===== config.mk =====
export PLATFORM = sky130hd
export DESIGN_NAME = apb_req_master
export DESIGN_NICKNAME = d
export VERILOG_FILES = /design/src/rtl/apbm_pkg.sv /design/src/rtl/apbm_seq.sv /design/src/rtl/apbm_hold.sv /design/src/rtl/apbm_resp.sv /design/src/rtl/apb_req_master.sv
export SDC_FILE = /design/constraint.sdc
export NUM_CORES = 1
export LEC_CHECK = 0
export ABC_CLOCK_PERIOD_IN_PS = 1850
export BUFFER_PORTS_ARGS = -buffer_cell sky130_fd_sc_hd__buf_2
export CORE_AREA = 2 2 116 90
export DETAILED_ROUTE_END_ITERATION = 8
export DIE_AREA = 0 0 118 92
export PLACE_DENSITY = 0.64
export SLEW_MARGIN = 20
export SYNTH_ARGS = -nofsm -noshare
export SYNTH_HDL_FRONTEND = slang
export SYNTH_SLANG_ARGS = --single-unit

===== constraint.sdc =====
create_clock -name clk -period 1.85 [get_ports clk]
set_input_delay 0.185 -clock clk [delete_from_list [all_inputs] [get_ports clk]]
set_output_delay 0.185 -clock clk [all_outputs]
set_load 0.05 [all_outputs]

===== src/rtl/apbm_pkg.sv =====
package apbm_pkg;
    timeunit 1ns;
    timeprecision 1ps;

    typedef enum logic [1:0] {
        ST_IDLE   = 2'd0,
        ST_SETUP  = 2'd1,
        ST_ACCESS = 2'd2
    } apbm_state_e;
endpackage


===== src/rtl/apbm_seq.sv =====
module apbm_seq
    import apbm_pkg::*;
(
    input  logic clk,
    input  logic rst_n,
    input  logic cmd_valid,
    input  logic pready,
    output logic cmd_ready,
    output logic accept,
    output logic done,
    output logic psel,
    output logic penable
);
    timeunit 1ns;
    timeprecision 1ps;

    apbm_state_e state_q;
    apbm_state_e state_d;

    // next-state logic
    always_comb begin
        state_d = state_q;
        unique case (state_q)
            ST_IDLE:   if (cmd_valid) state_d = ST_SETUP;
            ST_SETUP:  state_d = ST_ACCESS;
            ST_ACCESS: if (pready) state_d = cmd_valid ? ST_SETUP : ST_IDLE;
            default:   state_d = ST_IDLE;
        endcase
    end

    // state register
    always_ff @(posedge clk or negedge rst_n) begin
        if (!rst_n) state_q <= ST_IDLE;
        else        state_q <= state_d;
    end

    // outputs
    always_comb begin
        psel      = 1'b0;
        penable   = 1'b0;
        cmd_ready = 1'b0;
        done      = 1'b0;
        unique case (state_q)
            ST_IDLE: begin
                cmd_ready = 1'b1;
            end
            ST_SETUP: begin
                psel = 1'b1;
            end
            ST_ACCESS: begin
                psel      = 1'b1;
                penable   = 1'b1;
                cmd_ready = pready;
                done      = pready;
            end
            default: begin
                psel = 1'b0;
            end
        endcase
        accept = cmd_valid && cmd_ready;
    end

    // setup is always followed by access
    a_r3_setup_then_access: assert property (@(posedge clk) disable iff (!rst_n)
        (psel && !penable) |=> (psel && penable));

    // waiting access stays in access
    a_r4_wait_stays_access: assert property (@(posedge clk) disable iff (!rst_n)
        (psel && penable && !pready) |=> (psel && penable));

    // no command taken during setup or a waiting access
    a_r8_ready_only_when_free: assert property (@(posedge clk) disable iff (!rst_n)
        (psel && !(penable && pready)) |-> !cmd_ready);

    // acceptance always leads into setup
    a_r9_accept_to_setup: assert property (@(posedge clk) disable iff (!rst_n)
        accept |=> (psel && !penable));
endmodule


===== src/rtl/apbm_hold.sv =====
module apbm_hold #(
    parameter int ADDR_W = 8,
    parameter int DATA_W = 32
) (
    input  logic              clk,
    input  logic              rst_n,
    input  logic              accept,
    input  logic              cmd_write,
    input  logic [ADDR_W-1:0] cmd_addr,
    input  logic [DATA_W-1:0] cmd_wdata,
    output logic [ADDR_W-1:0] paddr,
    output logic              pwrite,
    output logic [DATA_W-1:0] pwdata
);
    timeunit 1ns;
    timeprecision 1ps;

    // Request lines load only on acceptance and are otherwise parked.
    always_ff @(posedge clk or negedge rst_n) begin
        if (!rst_n) begin
            paddr  <= '0;
            pwrite <= 1'b0;
            pwdata <= '0;
        end else if (accept) begin
            paddr  <= cmd_addr;
            pwrite <= cmd_write;
            pwdata <= cmd_wdata;
        end
    end

    // the command seen at the accepting edge appears on the bus
    a_r2_cmd_loaded: assert property (@(posedge clk) disable iff (!rst_n)
        accept |=> (paddr == $past(cmd_addr) && pwrite == $past(cmd_write)
                    && pwdata == $past(cmd_wdata)));
endmodule


===== src/rtl/apbm_resp.sv =====
module apbm_resp #(
    parameter int DATA_W = 32
) (
    input  logic              clk,
    input  logic              rst_n,
    input  logic              done,
    input  logic              pwrite,
    input  logic [DATA_W-1:0] prdata,
    input  logic              pslverr,
    output logic              rsp_valid,
    output logic [DATA_W-1:0] rsp_rdata,
    output logic              rsp_err
);
    timeunit 1ns;
    timeprecision 1ps;

    always_ff @(posedge clk or negedge rst_n) begin
        if (!rst_n) begin
            rsp_valid <= 1'b0;
            rsp_rdata <= '0;
            rsp_err   <= 1'b0;
        end else begin
            rsp_valid <= done;
            if (done) begin
                rsp_rdata <= pwrite ? '0 : prdata;
                rsp_err   <= pslverr;
            end
        end
    end

    // a completion gives exactly one response strobe in the next cycle
    a_r5_rsp_follows_done: assert property (@(posedge clk) disable iff (!rst_n)
        done |=> rsp_valid);
    a_r5_rsp_single: assert property (@(posedge clk) disable iff (!rst_n)
        rsp_valid |=> !rsp_valid);
endmodule


===== src/rtl/apb_req_master.sv =====
module apb_req_master #(
    parameter int ADDR_W = 8,
    parameter int DATA_W = 32
) (
    input  logic              clk,
    input  logic              rst_n,
    input  logic              cmd_valid,
    output logic              cmd_ready,
    input  logic              cmd_write,
    input  logic [ADDR_W-1:0] cmd_addr,
    input  logic [DATA_W-1:0] cmd_wdata,
    output logic              rsp_valid,
    output logic [DATA_W-1:0] rsp_rdata,
    output logic              rsp_err,
    output logic              psel,
    output logic              penable,
    output logic [ADDR_W-1:0] paddr,
    output logic              pwrite,
    output logic [DATA_W-1:0] pwdata,
    input  logic              pready,
    input  logic [DATA_W-1:0] prdata,
    input  logic              pslverr
);
    timeunit 1ns;
    timeprecision 1ps;

    logic accept;
    logic done;

    apbm_seq u_seq (
        .clk       (clk),
        .rst_n     (rst_n),
        .cmd_valid (cmd_valid),
        .pready    (pready),
        .cmd_ready (cmd_ready),
        .accept    (accept),
        .done      (done),
        .psel      (psel),
        .penable   (penable)
    );

    apbm_hold #(.ADDR_W(ADDR_W), .DATA_W(DATA_W)) u_hold (
        .clk       (clk),
        .rst_n     (rst_n),
        .accept    (accept),
        .cmd_write (cmd_write),
        .cmd_addr  (cmd_addr),
        .cmd_wdata (cmd_wdata),
        .paddr     (paddr),
        .pwrite    (pwrite),
        .pwdata    (pwdata)
    );

    apbm_resp #(.DATA_W(DATA_W)) u_resp (
        .clk       (clk),
        .rst_n     (rst_n),
        .done      (done),
        .pwrite    (pwrite),
        .prdata    (prdata),
        .pslverr   (pslverr),
        .rsp_valid (rsp_valid),
        .rsp_rdata (rsp_rdata),
        .rsp_err   (rsp_err)
    );

    // request lines frozen through wait cycles
    a_r4_req_frozen: assert property (@(posedge clk) disable iff (!rst_n)
        (psel && penable && !pready) |=>
        ($stable(paddr) && $stable(pwrite) && $stable(pwdata)));

    // bus released after completion unless a new command was taken
    a_r7_release: assert property (@(posedge clk) disable iff (!rst_n)
        (psel && penable && pready && !(cmd_valid && cmd_ready)) |=> (!psel && !penable));

    // address and direction stay parked while idle
    a_r7_parked: assert property (@(posedge clk) disable iff (!rst_n)
        (!psel && !(cmd_valid && cmd_ready)) |=> ($stable(paddr) && $stable(pwrite)));
endmodule


# == After elaboration in Yosys (flattened, before gate mapping) ==
# Cells that the tools add are included.
# word_totals
register_bits,77
in_bits,78
out_inout_bits,78
# classes
n_eq_ne,4
n_mux,9
reduce_logical,4
# op_table
operator,n
32-bit 2-to-1 mux,1
2-bit case mux with 3 select lines,1
1-bit 2-to-1 mux,4
2-bit 2-to-1 mux,2
2-bit != test (second input constant),2
2-bit by 1-bit == test with 1-bit output (second input constant),1
2-bit == test (second input constant),1
2-bit zero test,1
1-bit case mux with 2 select lines,1
2-bit AND reduction,1
2-bit OR reduction,1
1-bit logical AND,1

# == Logic depth before layout (Yosys ltp) ==
# Gate-level depths: netlist of run 1.
# logic_depth
ltp_word,3
depth_mapped,7
depth_no_buf,5

# == Hierarchy ==
# Synthesis of run 1 repeated with hierarchy kept, for this count alone.
# unflattened
cells_unflattened,248
area_unflattened_um2,3405.8
# modules_own_cells
mod,n_inst,cells_each,area_per_inst_um2
apbm_hold,1,87,1729.2
apbm_resp,1,141,1480.2
apbm_seq,1,20,196.4

# == Least setup slack after synthesis of run 1 ==
# No wires, ideal clock.
# synth_timing
kind,flip-flop to flip-flop
from,register u_seq.state_q[0]
to,register u_hold.paddr[0]
arrival_ps,1878
required_ps,1725
setup_slack_ps,-153
path_stages_with_launch,7
path_buffers,1
period_less_slack_ps,2003
path_cell_list,dfrtp_1 inv_1 ha_1 a21o_4 nand2_4 buf_12 mux2_4
# synth_via
elab_chain_len,3
# synth_rtl
item,line,rtl
"start, declared",apbm_seq.sv:17,apbm_state_e state_q;
"start signal, assigned",apbm_seq.sv:34,else state_q <= state_d;
2-bit == test / 2-bit zero test (equally long branches),apbm_seq.sv:43,unique case (state_q)
1-bit case mux with 2 select lines (*),apbm_seq.sv:43,
via cmd_ready,apb_req_master.sv:8,"output logic cmd_ready,"
1-bit logical AND (*),apbm_seq.sv:60,accept = cmd_valid && cmd_ready;
"end signal, assigned",apbm_hold.sv:25,paddr <= cmd_addr;
"end, declared",apbm_hold.sv:11,"output logic [ADDR_W-1:0] paddr,"
# The timed path passes the listed nets; every way through them passes the cells marked *.
# A chain may end at the register's enable or synchronous reset.

# == Worst setup path after layout of run 1 ==
# layout_timing
from,register u_seq.state_q[0]
to,register u_hold.paddr[0]
# layout_via
elab_chain_len,3
# layout_rtl
item,line
2-bit == test / 2-bit zero test (equally long branches),apbm_seq.sv:43
1-bit case mux with 2 select lines (*),apbm_seq.sv:43
1-bit logical AND (*),apbm_seq.sv:60
# Mark *: on every way between the ends. The rest lies on a longest branch, timed or not.

==> results of run 1 <==
==> how the worst max path moves through the flow <==
stage / from / to / slack (ns) / depth (start not counted)
2_1_floorplan: u_seq.state_q[0] / u_hold.paddr[0] / 0.02 / 6
3_3_place_gp: u_seq.state_q[0] / u_hold.pwdata[21] / 0.13 / 6
3_5_place_dp: u_seq.state_q[0] / u_hold.pwdata[28] / 0.05 / 6
4_1_cts: u_seq.state_q[0] / u_hold.pwdata[28] / 0.03 / 6
5_1_grt: u_seq.state_q[0] / u_hold.paddr[2] / 0.04 / 6
6_report: u_seq.state_q[0] / u_hold.paddr[0] / 0.12 / 6
==> logic make-up after synthesis <==
family | share of synthesized area (%)
AO/OA/AOI/OAI | 5.95
buffers and inverters | 4.21
adder cells (fa/ha/maj) | 1.52
multiplexers | 19.2
flip-flops | 58.4
AND/OR/NAND/NOR | 10.8
==> cell type report <==
cell class,count,share of cell area [%]
clock buffer,10,5.20
tap,136,3.70
inverter,4,0.327
multi-input combinational,153,27.2
sequential,77,41.9
clock inverter,4,2.12
timing repair buffer,163,19.6
==> registers in the layout, summed over array words and instances, names as in the netlist <==
name	cells
u_resp.rsp_err	1
u_hold.pwrite	1
u_seq.state_q	2
u_resp.rsp_valid	1
u_resp.rsp_rdata	32
u_hold.pwdata	32
u_hold.paddr	8
==> cell usage in the layout (no fill, tap or decap) <==
master / count
buf_12: 3
ha_2: 1
o21ai_0: 32
nand2_2: 1
nor2b_1: 1
clkinvlp_4: 1
inv_1: 4
nand2_8: 1
dfrtp_1: 77
a21oi_1: 1
a21o_4: 1
nand2_1: 34
ha_1: 3
o211ai_1: 1
buf_4: 3
clkbuf_16: 10
clkbuf_8: 1
a211o_1: 1
buf_6: 1
buf_2: 154
mux2_2: 3
nand2b_1: 33
dlygate4sd3_1: 1
mux2_4: 40
bufinv_16: 3
==> cells in the mapped netlist, types with 3 or more instances <==
library cell,count
buf_12,4
buf_2,5
clkbuf_1,5
dfrtp_1,77
ha_1,4
inv_1,4
mux2_2,3
mux2_4,40
nand2_1,35
nand2b_1,33
o21ai_0,32
==> routing by layer <==
metal / global-route usage (%) / vias to the layer above / part of all wire (%)
met4: 3.92 / 0 / 0.65
met2: 24.2 / 84 / 49
li1: - / 1138 / -
met5: 0 / - / 0
met3: 4.48 / 5 / 5.9
met1: 17.2 / 1103 / 44
==> critical path, stage by stage (launching register included) <==
cell,delay (ns)
dfrtp_1,0.41
inv_1,0.09
ha_1,0.25
a21o_4,0.22
nand2_8,0.14
clkbuf_16,0.19
mux2_4,0.30
==> what timing repair did <==
action / in CTS / in global routing
hold buffers: 1 / 0
resized for setup: 0 / 2
hold endpoints to repair: 38 / 0
setup endpoints to repair: 0 / 27
==> per-stage QoR <==
| stage | instance area [um2] | instances | utilization [%] |
|---|---|---|---|
| 6_report | 4600 | 547 | 46.5 |
| 3_3_place_gp | 4210 | 531 | 42.6 |
| 4_1_cts | 4560 | 546 | 46.1 |
| 3_5_place_dp | 4210 | 531 | 42.6 |
| 2_1_floorplan | 3300 | 248 | - |
| 5_1_grt | 4600 | 547 | 46.5 |
==> reports/qor.csv, run 1 <==
metric,value,unit
outcome,"complete, no violations",
slew_viol_final,0,
setup_ws,0.115,ns
setup_violations,0,
reg2reg_to,u_hold.paddr[0],
hpwl,5470,um
skew,0.00435,ns
worstPathArrival,1.94,ns
seq_area,0.00193,mm2
numCtsBuffers,9,
rsz0062_at_grt,false,
grt-ovfl-total,0,
area_growth,39.3,%
multiInputGateArea,0.00125,mm2
min_to,u_hold.pwdata[1],
critPathMaxFanout,10,
seq_area_frac_synth,58.4,%
wl_per_cell,13.8,um
drt_iter0_drc,162,
htree_levels,3,
ys_ff_latch,77,
syn_nets,330,
drc,0,
ios,156,
synthArstFlopShare,100,%
yosys-top-cells-area,"dfrtp_1 (58%), mux2_4 (18%), nand2b_1 (6.3%)",
grt_pass1_wl,12100,um
die_w,118,um
layout-drive-gt1-share,54.3,%
worstSetupEndpointType,flop,
reg2reg_slack,0.12,ns
start_kind,flop,
grt_usage,14.1,%
hold_viol,0,
nFillCells,951,
first_global_vias,2373,
antenna_found_initial,0,
syn_area,0.00330,mm2
cts_tree,done,
ctsRootBufferMaster,clkbuf_16,
clk_pin_slew_worst_paths,0.06,ns
fmax,577,MHz
grt_max_degree,61,
cts_buffer_depth,2,
gp_congestion,0.729,
nets,490,
dr_total_vias,2330,
required,2.05,ns
worstSkewPairLatency,0.32,ns
synth_area_leader_cell,dfrtp_1,
place_ws,0.0465,ns
synth_edf_count,0,
via_per_inst,4.26,
wl,7570,um
slew_headroom,65.1,%
crit_type,flop to flop,
r2r-start,u_seq.state_q[0],
syn_area_per_cell,13.3,um2
min-delay-start,cmd_wdata[1],
initial_core_util,33.4,%
ant_nets,0,
setup_tns,0,ns
dieHeight,92,um
synth_top_area_share,58.4,%
syn_inst,248,
period_minus_slack,1.73,ns
dieArea,0.0109,mm2
io_buffers,155,
post_cts_buffers,0,
synth_ff_type,dfrtp_1,
hold_depth,2,
ys_types,17,
maxCapViolCount,0,
core,0.00989,mm2
fin_crit_sh,93.8,%
first_pass_iters,4,
r2r_cells,6,
worstHoldPathType,input port to flop,
antenna_cells,0,
yosysWarnings,0,
cts.sinks,77,
whs,0.0914,ns
row_count,32,
worst_pin_slew,0.524,ns
Power of run 1 is not shown: default switching activity piles up to over one toggle a cycle in this logic, so the estimate is an artifact.
==> run 2, diff against run 1 <==
--- a/config.mk
+++ b/config.mk
@@ -11,7 +11,7 @@
 export DETAILED_ROUTE_END_ITERATION = 8
 export DIE_AREA = 0 0 118 92
 export PLACE_DENSITY = 0.64
-export SLEW_MARGIN = 20
+export SLEW_MARGIN = 5
 export SYNTH_ARGS = -nofsm -noshare
 export SYNTH_HDL_FRONTEND = slang
 export SYNTH_SLANG_ARGS = --single-unit
==> constraint.sdc (replaced) <==
create_clock -name clk -period 1.85 [get_ports clk]
set_input_delay 0.0925 -clock clk [delete_from_list [all_inputs] [get_ports clk]]
set_output_delay 0.0925 -clock clk [all_outputs]
set_load 0.05 [all_outputs]
==> run 2 against run 1 <==
Fmax down 0.48%. Critical path depth is the same. Global-route usage increased by 0.30 points. Highest routed layer unchanged. Register-to-register slack barely moved. Routed wire length about the same.
==> reports/qor.csv, run 2 (synthesized netlist as in run 1, its figures left out) <==
metric,value,unit
outcome,"complete, no violations",
layout_commonest_cell,buf_2,
hpwl,5140,um
area_growth,49.9,%
hold_viol,0,
nets,526,
wl,7580,um
cts.sinks,77,
antenna_found_initial,0,
grt_pass1_wl,12400,um
worstPathArrival,1.95,ns
rsz0062_at_grt,false,
initial_core_util,33.4,%
grt_usage,14.4,%
critPathMaxFanout,16,
dieArea,0.0109,mm2
worstSetupEndpointType,flop,
cts_tree,done,
drt_iter0_drc,75,
via_per_inst,4.17,
fin_crit_sh,94.2,%
numCtsBuffers,9,
skew,0.00359,ns
io_buffers,155,
post_cts_buffers,0,
drc,0,
final_cell_mix,"buf_2 (154), dfrtp_1 (77), mux2_4 (40)",
worstHoldPathType,input port to flop,
antenna_cells,0,
crit_type,flop to flop,
cts_buffer_depth,2,
grt_max_degree,61,
die_w,118,um
htree_levels,3,
first_pass_iters,4,
slew_viol_final,0,
grt-ovfl-total,0,
r2r_cells,6,
gp_congestion,0.704,
hold_depth,2,
ant_nets,0,
slew_headroom,43.4,%
largestRegisters,"u_hold.pwdata: 32 flops, u_resp.rsp_rdata: 32 flops, u_hold.paddr: 8 flops",
wl_per_cell,13.0,um
worstSkewPairLatency,0.32,ns
nFillCells,908,
required,2.05,ns
dr_total_vias,2442,
reg2reg_slack,0.11,ns
core,0.00989,mm2
fmax,574,MHz
dieHeight,92,um
period_minus_slack,1.74,ns
ios,156,
setup_tns,0,ns
first_global_vias,2461,
maxCapViolCount,0,
start_kind,flop,
setup_violations,0,
worst_pin_slew,0.849,ns
layout-drive-gt1-share,49.2,%
row_count,32,
ctsRootBufferMaster,clkbuf_16,
clk_pin_slew_worst_paths,0.06,ns
## run 2: changes by cell type in the layout (fill, tap and decap cells not counted)
cell and delta:
dlygate4sd3_1 +38, clkinv_2 +1, clkinvlp_4 -1, buf_4 -1, clkbuf_16 -1, clkbuf_1 +2
## run 2: through the flow
stage	setup slack (ns)	cell area, um2	hold slack, ns	util, %	std cells
global placement	0.113	4210	0.0959	42.5	530
CTS	0.0401	4870	0.00114	49.2	578
detailed placement	0.0618	4210	0.104	42.5	530
finish	0.107	4950	0.00952	50.1	585
floorplan	0.0236	3300	-0.203	-	248
global route	0.0219	4950	0.000694	50.1	585
## run 2: final cells by class
cell class | count | area (um2) | area share [%]
sequential | 77 | 1930 | 38.9
multi-input combinational | 153 | 1250 | 25.2
timing repair buffer | 199 | 1250 | 25.2
clock buffer | 12 | 246 | 4.98
tap | 136 | 170 | 3.44
clock inverter | 4 | 95.1 | 1.92
inverter | 4 | 15.0 | 0.303
## run 2: final timing paths
| path | startpoint | to |
|---|---|---|
| min in group asynchronous | rst_n | u_resp.rsp_rdata[20] |
| worst max-delay path | u_seq.state_q[0] | u_hold.pwdata[21] |
| max in group asynchronous | rst_n | u_hold.pwdata[19] |
| worst min-delay path | cmd_wdata[14] | u_hold.pwdata[14] |
| worst min register to register | u_resp.rsp_rdata[1] | u_resp.rsp_rdata[1] |
| worst max register to register | u_seq.state_q[0] | u_hold.pwdata[21] |
## run 2: metal layers
layer	up-vias	wire, um	track usage [%]
met5	-	0	0
met3	9	429	4.54
met4	0	101	3.92
met2	82	3590	23.4
met1	1139	3460	18.7
li1	1212	-	-
## run 2: worst max-delay path, cell delays in order, from the launching register on
cell     delay, ns
dfrtp_1       0.41
inv_1         0.09
ha_1          0.25
a21o_4        0.22
nand2_8       0.14
buf_12        0.19
mux2_4        0.31
## run 2: timing repair
action | in CTS | in global routing
gates resized for setup | 0 | 2
endpoints found under the setup margin | 0 | 38
hold buffers | 32 | 7
endpoints found under the hold margin | 69 | 7
Power of run 2 is left out for the same reason.
